**config.mk**
```make
export PLATFORM = sky130hd
export DESIGN_NAME = serial_frame_rx
export DESIGN_NICKNAME = d
export VERILOG_FILES = /design/src/rtl/rx_pkg.sv /design/src/rtl/rx_sync.sv /design/src/rtl/rx_frame.sv /design/src/rtl/rx_buf.sv /design/src/rtl/serial_frame_rx.sv
export SDC_FILE = /design/constraint.sdc
export NUM_CORES = 1
export LEC_CHECK = 0
export ABC_AREA = 1
export BUFFER_PORTS_ARGS = -buffer_cell sky130_fd_sc_hd__buf_2
export CAP_MARGIN = 20
export CORE_UTILIZATION = 58
export CTS_BUF_LIST = sky130_fd_sc_hd__clkbuf_8 sky130_fd_sc_hd__clkbuf_16
export DETAILED_ROUTE_END_ITERATION = 10
export GPL_ROUTABILITY_DRIVEN = 0
export GPL_TIMING_DRIVEN = 0
export MAX_ROUTING_LAYER = met4
export PLACE_DENSITY = 0.75
export SLEW_MARGIN = 10
export SYNTH_ARGS = -nofsm -noshare
export SYNTH_HDL_FRONTEND = slang
export SYNTH_SLANG_ARGS = --single-unit
```
**constraint.sdc**
```tcl
create_clock -name clk_i -period 3 [get_ports clk_i]
set_input_delay 0.3 -clock clk_i [delete_from_list [all_inputs] [get_ports clk_i]]
set_output_delay 0.3 -clock clk_i [all_outputs]
set_load 0.03 [all_outputs]
```
**src/rtl/rx_pkg.sv**
```systemverilog
package rx_pkg;
  typedef struct packed {
    logic [7:0] data;
    logic       b9;
    logic       fe;
    logic       pe;
    logic       ovr;
  } rx_char_t;

  function automatic logic [3:0] len_bits(input logic [2:0] code);
    case (code)
      3'b000:  len_bits = 4'd5;
      3'b001:  len_bits = 4'd6;
      3'b010:  len_bits = 4'd7;
      3'b111:  len_bits = 4'd9;
      default: len_bits = 4'd8;
    endcase
  endfunction
endpackage

```
**src/rtl/rx_sync.sv**
```systemverilog
module rx_sync #(
  parameter int STAGES = 2
) (
  input  logic clk_i,
  input  logic rst_ni,
  input  logic d_i,
  output logic q_o
);
  logic [STAGES-1:0] q_q;

  always_ff @(posedge clk_i or negedge rst_ni) begin
    if (!rst_ni) q_q <= '1;
    else         q_q <= {q_q[STAGES-2:0], d_i};
  end

  assign q_o = q_q[STAGES-1];
endmodule

```
**src/rtl/rx_frame.sv**
```systemverilog
module rx_frame
  import rx_pkg::*;
#(
  parameter int OSR = 16
) (
  input  logic     clk_i,
  input  logic     rst_ni,
  input  logic     en_i,
  input  logic     tick_i,
  input  logic     dbl_i,
  input  logic [3:0] nbits_i,
  input  logic     par_en_i,
  input  logic     par_odd_i,
  input  logic     rx_i,
  output logic     start_o,
  output logic     done_o,
  output logic     addr_o,
  output rx_char_t char_o
);
  localparam int OSR_DBL = OSR / 2;
  localparam int CW      = $clog2(OSR + 1);

  typedef enum logic [2:0] {S_IDLE, S_START, S_DATA, S_PAR, S_STOP} st_t;

  st_t          st_q;
  logic [CW-1:0] cnt_q;
  logic [1:0]   hist_q;
  logic [3:0]   idx_q;
  logic [8:0]   sh_q;
  logic         acc_q, pbit_q, armed_q;
  logic         start_q, done_q, addr_q;
  rx_char_t     char_q;

  logic [CW-1:0] half, dec;
  logic          maj;
  logic [3:0]    last_idx;

  assign half     = dbl_i ? CW'(OSR_DBL / 2 - 1) : CW'(OSR / 2 - 1);
  assign dec      = dbl_i ? CW'(OSR_DBL) : CW'(OSR);
  assign maj      = (hist_q[1] & hist_q[0]) | (hist_q[1] & rx_i) | (hist_q[0] & rx_i);
  assign last_idx = nbits_i - 4'd1;

  always_ff @(posedge clk_i or negedge rst_ni) begin
    if (!rst_ni) begin
      st_q    <= S_IDLE;
      cnt_q   <= '0;
      hist_q  <= '1;
      idx_q   <= '0;
      sh_q    <= '0;
      acc_q   <= 1'b0;
      pbit_q  <= 1'b0;
      armed_q <= 1'b0;
      start_q <= 1'b0;
      done_q  <= 1'b0;
      addr_q  <= 1'b0;
      char_q  <= '0;
    end else begin
      start_q <= 1'b0;
      done_q  <= 1'b0;
      if (!en_i) begin
        st_q    <= S_IDLE;
        armed_q <= 1'b0;
      end else if (tick_i) begin
        hist_q <= {hist_q[0], rx_i};
        unique case (st_q)
          S_IDLE: begin
            if (rx_i) armed_q <= 1'b1;
            else if (armed_q) begin
              st_q  <= S_START;
              cnt_q <= CW'(1);
            end
          end
          S_START: begin
            if (cnt_q == half) begin
              if (rx_i) st_q <= S_IDLE;
              else begin
                st_q    <= S_DATA;
                cnt_q   <= '0;
                idx_q   <= '0;
                sh_q    <= '0;
                acc_q   <= 1'b0;
                start_q <= 1'b1;
              end
            end else cnt_q <= cnt_q + CW'(1);
          end
          S_DATA: begin
            if (cnt_q == dec) begin
              cnt_q       <= CW'(1);
              sh_q[idx_q] <= maj;
              acc_q       <= acc_q ^ maj;
              if (idx_q == last_idx) st_q <= par_en_i ? S_PAR : S_STOP;
              else                   idx_q <= idx_q + 4'd1;
            end else cnt_q <= cnt_q + CW'(1);
          end
          S_PAR: begin
            if (cnt_q == dec) begin
              cnt_q  <= CW'(1);
              pbit_q <= maj;
              st_q   <= S_STOP;
            end else cnt_q <= cnt_q + CW'(1);
          end
          S_STOP: begin
            if (cnt_q == dec) begin
              st_q        <= S_IDLE;
              armed_q     <= maj;
              done_q      <= 1'b1;
              addr_q      <= sh_q[last_idx];
              char_q.data <= sh_q[7:0];
              char_q.b9   <= sh_q[8];
              char_q.fe   <= ~maj;
              char_q.pe   <= par_en_i & (pbit_q != (acc_q ^ par_odd_i));
              char_q.ovr  <= 1'b0;
            end else cnt_q <= cnt_q + CW'(1);
          end
          default: st_q <= S_IDLE;
        endcase
      end
    end
  end

  assign start_o = start_q;
  assign done_o  = done_q;
  assign addr_o  = addr_q;
  assign char_o  = char_q;
endmodule

```
**src/rtl/rx_buf.sv**
```systemverilog
module rx_buf
  import rx_pkg::*;
#(
  parameter int DEPTH = 2
) (
  input  logic     clk_i,
  input  logic     rst_ni,
  input  logic     flush_i,
  input  logic     push_i,
  input  rx_char_t push_data_i,
  input  logic     pop_i,
  output logic     full_o,
  output logic     empty_o,
  output rx_char_t head_o
);
  localparam int PW   = (DEPTH > 1) ? $clog2(DEPTH) : 1;
  localparam int CNTW = $clog2(DEPTH + 1);

  rx_char_t        mem_q [DEPTH];
  logic [PW-1:0]   wr_q, rd_q;
  logic [CNTW-1:0] cnt_q;
  logic            do_push, do_pop;

  function automatic logic [PW-1:0] nxt(input logic [PW-1:0] p);
    nxt = (p == PW'(DEPTH - 1)) ? '0 : p + PW'(1);
  endfunction

  assign full_o  = (cnt_q == CNTW'(DEPTH));
  assign empty_o = (cnt_q == '0);
  assign do_push = push_i & ~full_o;
  assign do_pop  = pop_i & ~empty_o;
  assign head_o  = mem_q[rd_q];

  always_ff @(posedge clk_i or negedge rst_ni) begin
    if (!rst_ni) begin
      wr_q  <= '0;
      rd_q  <= '0;
      cnt_q <= '0;
      for (int i = 0; i < DEPTH; i++) mem_q[i] <= '0;
    end else if (flush_i) begin
      wr_q  <= '0;
      rd_q  <= '0;
      cnt_q <= '0;
    end else begin
      if (do_push) begin
        mem_q[wr_q] <= push_data_i;
        wr_q        <= nxt(wr_q);
      end
      if (do_pop) rd_q <= nxt(rd_q);
      if (do_push && !do_pop)      cnt_q <= cnt_q + CNTW'(1);
      else if (do_pop && !do_push) cnt_q <= cnt_q - CNTW'(1);
    end
  end
endmodule

```
**src/rtl/serial_frame_rx.sv**
```systemverilog
module serial_frame_rx
  import rx_pkg::*;
#(
  parameter int OSR   = 16,
  parameter int DEPTH = 2
) (
  input  logic       clk_i,
  input  logic       rst_ni,
  input  logic       rx_en_i,
  input  logic       tick_i,
  input  logic       dbl_speed_i,
  input  logic [2:0] len_sel_i,
  input  logic [1:0] par_sel_i,
  input  logic       mp_mode_i,
  input  logic       rx_ie_i,
  input  logic       rxd_i,
  input  logic       rd_i,
  output logic [7:0] data_o,
  output logic       bit9_o,
  output logic       avail_o,
  output logic       frm_err_o,
  output logic       ovr_o,
  output logic       par_err_o,
  output logic       irq_o
);
  logic     rx_s, start, done, addr, full, empty;
  rx_char_t fr_char, head, pend_q;
  logic     pend_v_q, drop_q, accept;

  rx_sync #(.STAGES(2)) u_sync (
    .clk_i (clk_i),
    .rst_ni(rst_ni),
    .d_i   (rxd_i),
    .q_o   (rx_s)
  );

  rx_frame #(.OSR(OSR)) u_frame (
    .clk_i    (clk_i),
    .rst_ni   (rst_ni),
    .en_i     (rx_en_i),
    .tick_i   (tick_i),
    .dbl_i    (dbl_speed_i),
    .nbits_i  (len_bits(len_sel_i)),
    .par_en_i (par_sel_i[1]),
    .par_odd_i(par_sel_i[0]),
    .rx_i     (rx_s),
    .start_o  (start),
    .done_o   (done),
    .addr_o   (addr),
    .char_o   (fr_char)
  );

  rx_buf #(.DEPTH(DEPTH)) u_buf (
    .clk_i      (clk_i),
    .rst_ni     (rst_ni),
    .flush_i    (~rx_en_i),
    .push_i     (pend_v_q),
    .push_data_i(pend_q),
    .pop_i      (rd_i),
    .full_o     (full),
    .empty_o    (empty),
    .head_o     (head)
  );

  // completed char waits here while the queue is full
  assign accept = done & ~drop_q & (~mp_mode_i | addr) & (~pend_v_q | ~full);

  always_ff @(posedge clk_i or negedge rst_ni) begin
    if (!rst_ni) begin
      pend_v_q <= 1'b0;
      pend_q   <= '0;
      drop_q   <= 1'b0;
    end else if (!rx_en_i) begin
      pend_v_q <= 1'b0;
      pend_q   <= '0;
      drop_q   <= 1'b0;
    end else begin
      if (pend_v_q && !full) pend_v_q <= 1'b0;
      if (start) begin
        if (pend_v_q && full) begin
          pend_q.ovr <= 1'b1;
          drop_q     <= 1'b1;
        end else drop_q <= 1'b0;
      end
      if (accept) begin
        pend_v_q <= 1'b1;
        pend_q   <= fr_char;
      end
    end
  end

  assign avail_o   = ~empty;
  assign data_o    = avail_o ? head.data : 8'h00;
  assign bit9_o    = avail_o & head.b9;
  assign frm_err_o = avail_o & head.fe;
  assign par_err_o = avail_o & head.pe;
  assign ovr_o     = avail_o & head.ovr;
  assign irq_o     = avail_o & rx_ie_i;
endmodule

```
=== Word-level counts from Yosys, hierarchy flattened ===
Cells that the tools add are included.
W data, S select, Z words.

* Add/subtract/negate cells: 7
* Reduce and logical (&&, ||, !) cells: 25
* Mux-type cells: 80
* $lt $le $gt $ge: 6
* Bitwise gates (word level): 28
* Equal/unequal tests: 38

{| class="wikitable"
|+ Operators with widths
! kind !! number
|-
| $mux W12 || 6
|-
| $mux W5 || 7
|-
| $mux W3 || 11
|-
| $mux W1 || 32
|-
| $mux W9 || 3
|-
| $bwmux W24 || 1
|-
| $pmux W5 S4 || 1
|-
| $ne A3 B2 Y1 const B || 6
|-
| $pmux W9 S2 || 1
|-
| $mux W4 || 4
|-
| $ne A2 B1 Y1 const B || 8
|-
| $pmux W4 S4 || 1
|-
| $ne A3 B1 Y1 const B || 5
|-
| $pmux W3 S5 || 1
|-
| $and A1 B1 Y1 || 14
|-
| $reduce_and A7 Y1 || 2
|-
| $demux W12 S1 || 1
|-
| $reduce_and A4 Y1 || 3
|-
| $eq A5 B5 Y1 || 2
|-
| $lt A4 B5 Y1 const B || 2
|-
| $bwmux W9 || 1
|-
| $eq A3 B2 Y1 const B || 3
|-
| $ne A3 B3 Y1 const B || 3
|-
| $mux W2 || 4
|-
| other kinds (34) || 62
|}

* Input bits: 14
* Output and inout port bits: 14
* Logic and storage cells: 220
* Flip-flop bits (word level): 84

=== Depth between registers and ports, before layout ===
* Word-level depth: 9
* Mapped depth: 13
* Depth with buffers taken out: 13

=== Cells and area by module ===
A second synthesis with hierarchy kept.

* Cells, all modules: 627
* Area total of the unflattened synthesis: 4685.7 um^2

{| class="wikitable"
|+ By module, submodules not included
! module !! instances !! area each (um^2) !! cells an instance !! sequential area each (um^2)
|-
| rx_frame || 1 || 2508.7 || 352 || 1003.5
|-
| rx_buf || 1 || 1325.0 || 164 || 700.7
|-
| serial_frame_rx || 1 || 799.5 || 109 || 350.3
|-
| rx_sync || 1 || 52.6 || 2 || 52.6
|}

=== Least setup slack after synthesis ===
No wires, ideal clock.

* Path type: reg-to-reg
* Start: register u_frame.cnt_q[0]
* End: register u_frame.idx_q[3]
* Cell stages (with the launch flop): 14
* Clock period less this slack: 1.655 ns
* Data required time: 2.886 ns
* Setup time: 0.114 ns
* Buffers on the path: 0
* Arrival: 1.541 ns
* Slack: 1.345 ns
* Cell sequence: dfrtp_1 > inv_1 > ha_1 > nand2_1 > nor2_1 > nand2_1 > nand2_1 > nand2_2 > nor2_4 > nand2_1 > nand2_1 > nand3_1 > nand2_1 > nor2_1

* Longest elaborated chain between the ends: 3
* Elaborated cells on any way between the ends: 5
* Classes of those cells: 4 x eq/ne; 1 x reduce/logical

{| class="wikitable"
|+ Ends and longest elaborated chain
! element !! line !! text
|-
| from (decl) || rx_frame.sv:26 || <nowiki>logic [CW-1:0] cnt_q;</nowiki>
|-
| from (signal assigned) || rx_frame.sv:84 || <nowiki>end else cnt_q <= cnt_q + CW'(1);</nowiki>
|-
| from (signal assigned) || rx_frame.sv:93 || <nowiki>end else cnt_q <= cnt_q + CW'(1);</nowiki>
|-
| from (signal assigned) || rx_frame.sv:100 || <nowiki>end else cnt_q <= cnt_q + CW'(1);</nowiki>
|-
| $eq A5 B5 Y1, on equally long branches || rx_frame.sv:87, rx_frame.sv:74 ||
|-
| $ne A2 B1 Y1 (no line) || n/a ||
|-
| $reduce_and A7 Y1 (no line) (*) || n/a ||
|-
| to (signal assigned) || rx_frame.sv:92 || <nowiki>else idx_q <= idx_q + 4'd1;</nowiki>
|-
| to (decl) || rx_frame.sv:28 || <nowiki>logic [3:0] idx_q;</nowiki>
|}

Mark *: on every way between the ends. The rest lies on a longest branch, timed or not.
A chain may end at the register's enable or synchronous reset.

=== Worst setup path in the final report ===
* Start: register u_buf.cnt_q[0]
* End: output port data_o[2]

* Longest elaborated chain between the ends: 2

{| class="wikitable"
|+ Ends and longest elaborated chain
! element !! line !! text
|-
| from (decl) || rx_buf.sv:21 || <nowiki>logic [CNTW-1:0] cnt_q;</nowiki>
|-
| from (signal assigned) || rx_buf.sv:50 || <nowiki>if (do_push && !do_pop) cnt_q <= cnt_q + CNTW'(1);</nowiki>
|-
| from (signal assigned) || rx_buf.sv:51 || <nowiki>else if (do_pop && !do_push) cnt_q <= cnt_q - CNTW'(1);</nowiki>
|-
| $logic_not A2 Y1 || rx_buf.sv:29 || <nowiki>assign empty_o = (cnt_q == '0);</nowiki>
|-
| $mux W8 || serial_frame_rx.sv:93 || <nowiki>assign data_o = avail_o ? head.data : 8'h00;</nowiki>
|-
| to (decl) || serial_frame_rx.sv:18 || <nowiki>output logic [7:0] data_o,</nowiki>
|}

Every way passes these cells.

==> impl_metrics.csv <==
group,metric,value,unit
synthesis,synth_compound_area_share,15.9,%
final_layout,fin_util,67.8,%
placement,dp_hpwl,6340,um
critical_path,max_stage_delay,440,ps
hold_path,min-delay-start,"rxd_i",
synthesis,syn_inst,508,
cts,cts_setup_buffers,0,
critical_path,cp_top_family,"buffers and inverters",
critical_path,required,2700,ps
synthesis,synth_edf_count,0,
global_routing,grt_util_all_layers,25.9,%
synthesis,synth_top_area_cell,"dfrtp_1",
synthesis,synth_ff_type,"dfrtp_1",
final_layout,final_nets,568,
routing,num_vias,3454,
synthesis,synthTopCellsByArea,"dfrtp_1 (48%), nand2_1 (11%), o21ai_0 (7.7%)",
pwr,p_leak,2.23,nW
floorplan,start_util,60.6,%
final_layout,syn_to_final_growth,11.8,%
cts,cts_max_level,3,
routing,post_drt_via_cell_ratio,5.32,
routing,drc,0,
synthesis,synth_common_cells,"nand2_1 (120), dfrtp_1 (80), inv_1 (73)",
critical_path,slowest_stage,"dfrtp_1",
synthesis,synth-seq-cells,84,
synthesis,synth.distinct_cells,37,
pwr,vdd_drop_max,0.430,mV
cts,clk-insertion-delay-late,350,ps
final_layout,diodes,0,
sta,worstMarginPinSlew,453,ps
synthesis,synth_mux_area_share,0.272,%
sta,fin_hold_ws,42.0,ps
routing,firstDrtPassIters,4,
sta,finalHoldViolations,0,
floorplan,io_pins,28,
cts,cts_root_buffer,"clkbuf_8",
critical_path,critPathCaptureType,"output port",
placement,port_buffers,27,
critical_path,cp.buffers_inverters,2,
cts,cts_made_buffers,9,
critical_path,cp_max_fo,10,
global_routing,antenna_found_initial,0,
sta,slew_violations,0,
flow_run,maxCapViolCount,0,
synthesis,synth-simple-area-share,22.5,%
critical_path,startpoint_type,"register",
hold_path,hp-class,"primary input to register",
critical_path,worstSetupStartpoint,"u_buf.cnt_q[0]$_DFFE_PN0P_",
routing,wl_per_cell,13.4,um
routing,antenna_left,0,
cts,clock_path_buffers,2,
cts,cts_tree,"done",
sta,slew_headroom,69.7,%
synthesis,seq_area_frac_synth,50.9,%
synthesis,synth_xor_area_share,0.423,%
synthesis,syn_nets,528,
sta,rsz0062_at_grt,"no",
floorplan,die_area,7480,um2
final_layout,fin_cells,649,
global_routing,grt_pass1_vias,3347,
sta,timing.final.crit_share,72.7,%
pwr,power,2.68,mW
sta,final-setup-viol-count,0,
placement,placed_cells,632,
final_layout,fillers,609,
critical_path,path_class,"register to output port",
synthesis,async_flop_share,100,%
routing,routed_wl,8670,um
synthesis,netlist_area,4140,um2
synthesis,synthMostInstantiatedCell,"nand2_1",
pwr,power_density,580,nW/um2
final_layout,drive_above_1_share,12.3,%
synthesis,synth_top_area_share,48.3,%
critical_path,crit_path_cell_trace,"nor2_1 -> clkbuf_1 -> a21oi_1 -> buf_2",
cts,cts.sinks,84,
sta,fmax,459,MHz
run_status,status,"finished, final reports clean",
sta,min_period,2180,ps
floorplan,fp.dieH,86.5,um
sta,clock_skew,4.92,ps
synthesis,yosysWarningCount,0,
global_routing,grt_pass1_wl,14600,um
floorplan,core_area,6830,um2
critical_path,timing.rr.start,"u_frame.cnt_q[0]$_DFFE_PN0P_",
synthesis,syn_avg_cell_area,8.15,um2
global_routing,overflow,0,
routing,drt_iter0_drc,213,
sta,tns,0,ps
critical_path,arrival,1880,ps
floorplan,die_x,86.5,um
cts,clk_pin_slew,80,ps
synthesis,synth_top_family_by_area,"simple AND/OR/NAND/NOR gates",
floorplan,num_rows,30,
synthesis,synth_fa_ha_area_share,1.81,%
global_routing,grt_max_degree,70,
cell families after synthesis:
| group | after synthesis |
|---|---|
| multiplexers | 1 |
| adder cells (fa/ha/maj) | 6 |
| XOR/XNOR | 2 |
| AND/OR/NAND/NOR | 206 |
| buffers and inverters | 89 |
| flip-flops | 84 |
| AO/OA/AOI/OAI | 120 |
area by class of cell:
cell class	count	area (um2)	area share, %
Clock inverter	7	68.8	1.49
Inverter	77	289	6.24
Clock buffer	9	124	2.67
Timing Repair Buffer	29	175	3.78
Sequential cell	84	2110	45.5
Buffer	12	48.8	1.05
Tap cell	96	120	2.59
Multi-Input combinational cell	335	1700	36.7
sequential cells by signal, summed over array words and instances (netlist names), 2 cells and up:
| register | flops |
|---|---|
| u_frame.idx_q | 4 |
| pend_q | 12 |
| u_frame.sh_q | 9 |
| u_frame.char_o | 11 |
| u_buf.cnt_q | 2 |
| u_sync.q_q | 2 |
| u_frame.cnt_q | 5 |
| u_buf.mem_q | 24 |
| u_frame.st_q | 3 |
| u_frame.hist_q | 2 |
per-layer routing:
metal  track usage [%]  share of wire [%]  vias to the layer above
met5                 -                  0                        -
met2              44.1                 50                       87
met1              31.6                 45                     1599
met3              3.33                4.0                       13
li1                  -                  -                     1755
met4              10.3                1.4                        0
placed cells by master, fill, tap and decap left out, types with 5 or more instances in the layout:
cell type and count:
buf_2 29, inv_1 74, ha_1 6, a21oi_1 24
o21ai_0 64, nand3_1 22, nand2_1 120, nor3_1 7
nand4_1 12, nor2_1 29, dfrtp_1 80, clkbuf_8 9
o22ai_1 12, clkbuf_1 9, o31ai_1 5
final timing paths:
check / endpoint / slack, ps / cells past startpoint
max: data_o[2] / 820 / 4
max reg2reg: u_frame.idx_q[3]$_DFFE_PN0P_ / 1050 / 13
max in group asynchronous: u_frame.hist_q[0]$_DFFE_PN1P_ / 2020 / 3
min: u_sync.q_q[0]$_DFF_PN1_ / 40 / 1
min in group asynchronous: u_buf.mem_q[15]$_DFFE_PN0P_ / 350 / 2
min reg2reg: u_sync.q_q[1]$_DFF_PN1_ / 360 / 0
report_power, final:
group / switching (mW) / internal [mW] / leakage (nW)
clock: 0.399 / 0.381 / 0.100
combinational: 0.387 / 0.182 / 1.05
sequential: 0.0955 / 1.24 / 1.08
total: 0.881 / 1.80 / 2.23
timing repair:
item	4_1_cts	5_1_grt
endpoints found under the hold margin	15	0
hold buffers	1	0
gates resized for setup	0	0
through the flow:
| stage | area (um2) | setup WS, ps |
|---|---|---|
| global route | 4630 | 752 |
| floorplan | 4140 | 1350 |
| CTS | 4630 | 813 |
| finish | 4630 | 819 |
| global placement | 4400 | 1030 |
| detailed placement | 4430 | 1100 |
Note: power is estimated with default switching activity, not from simulation.
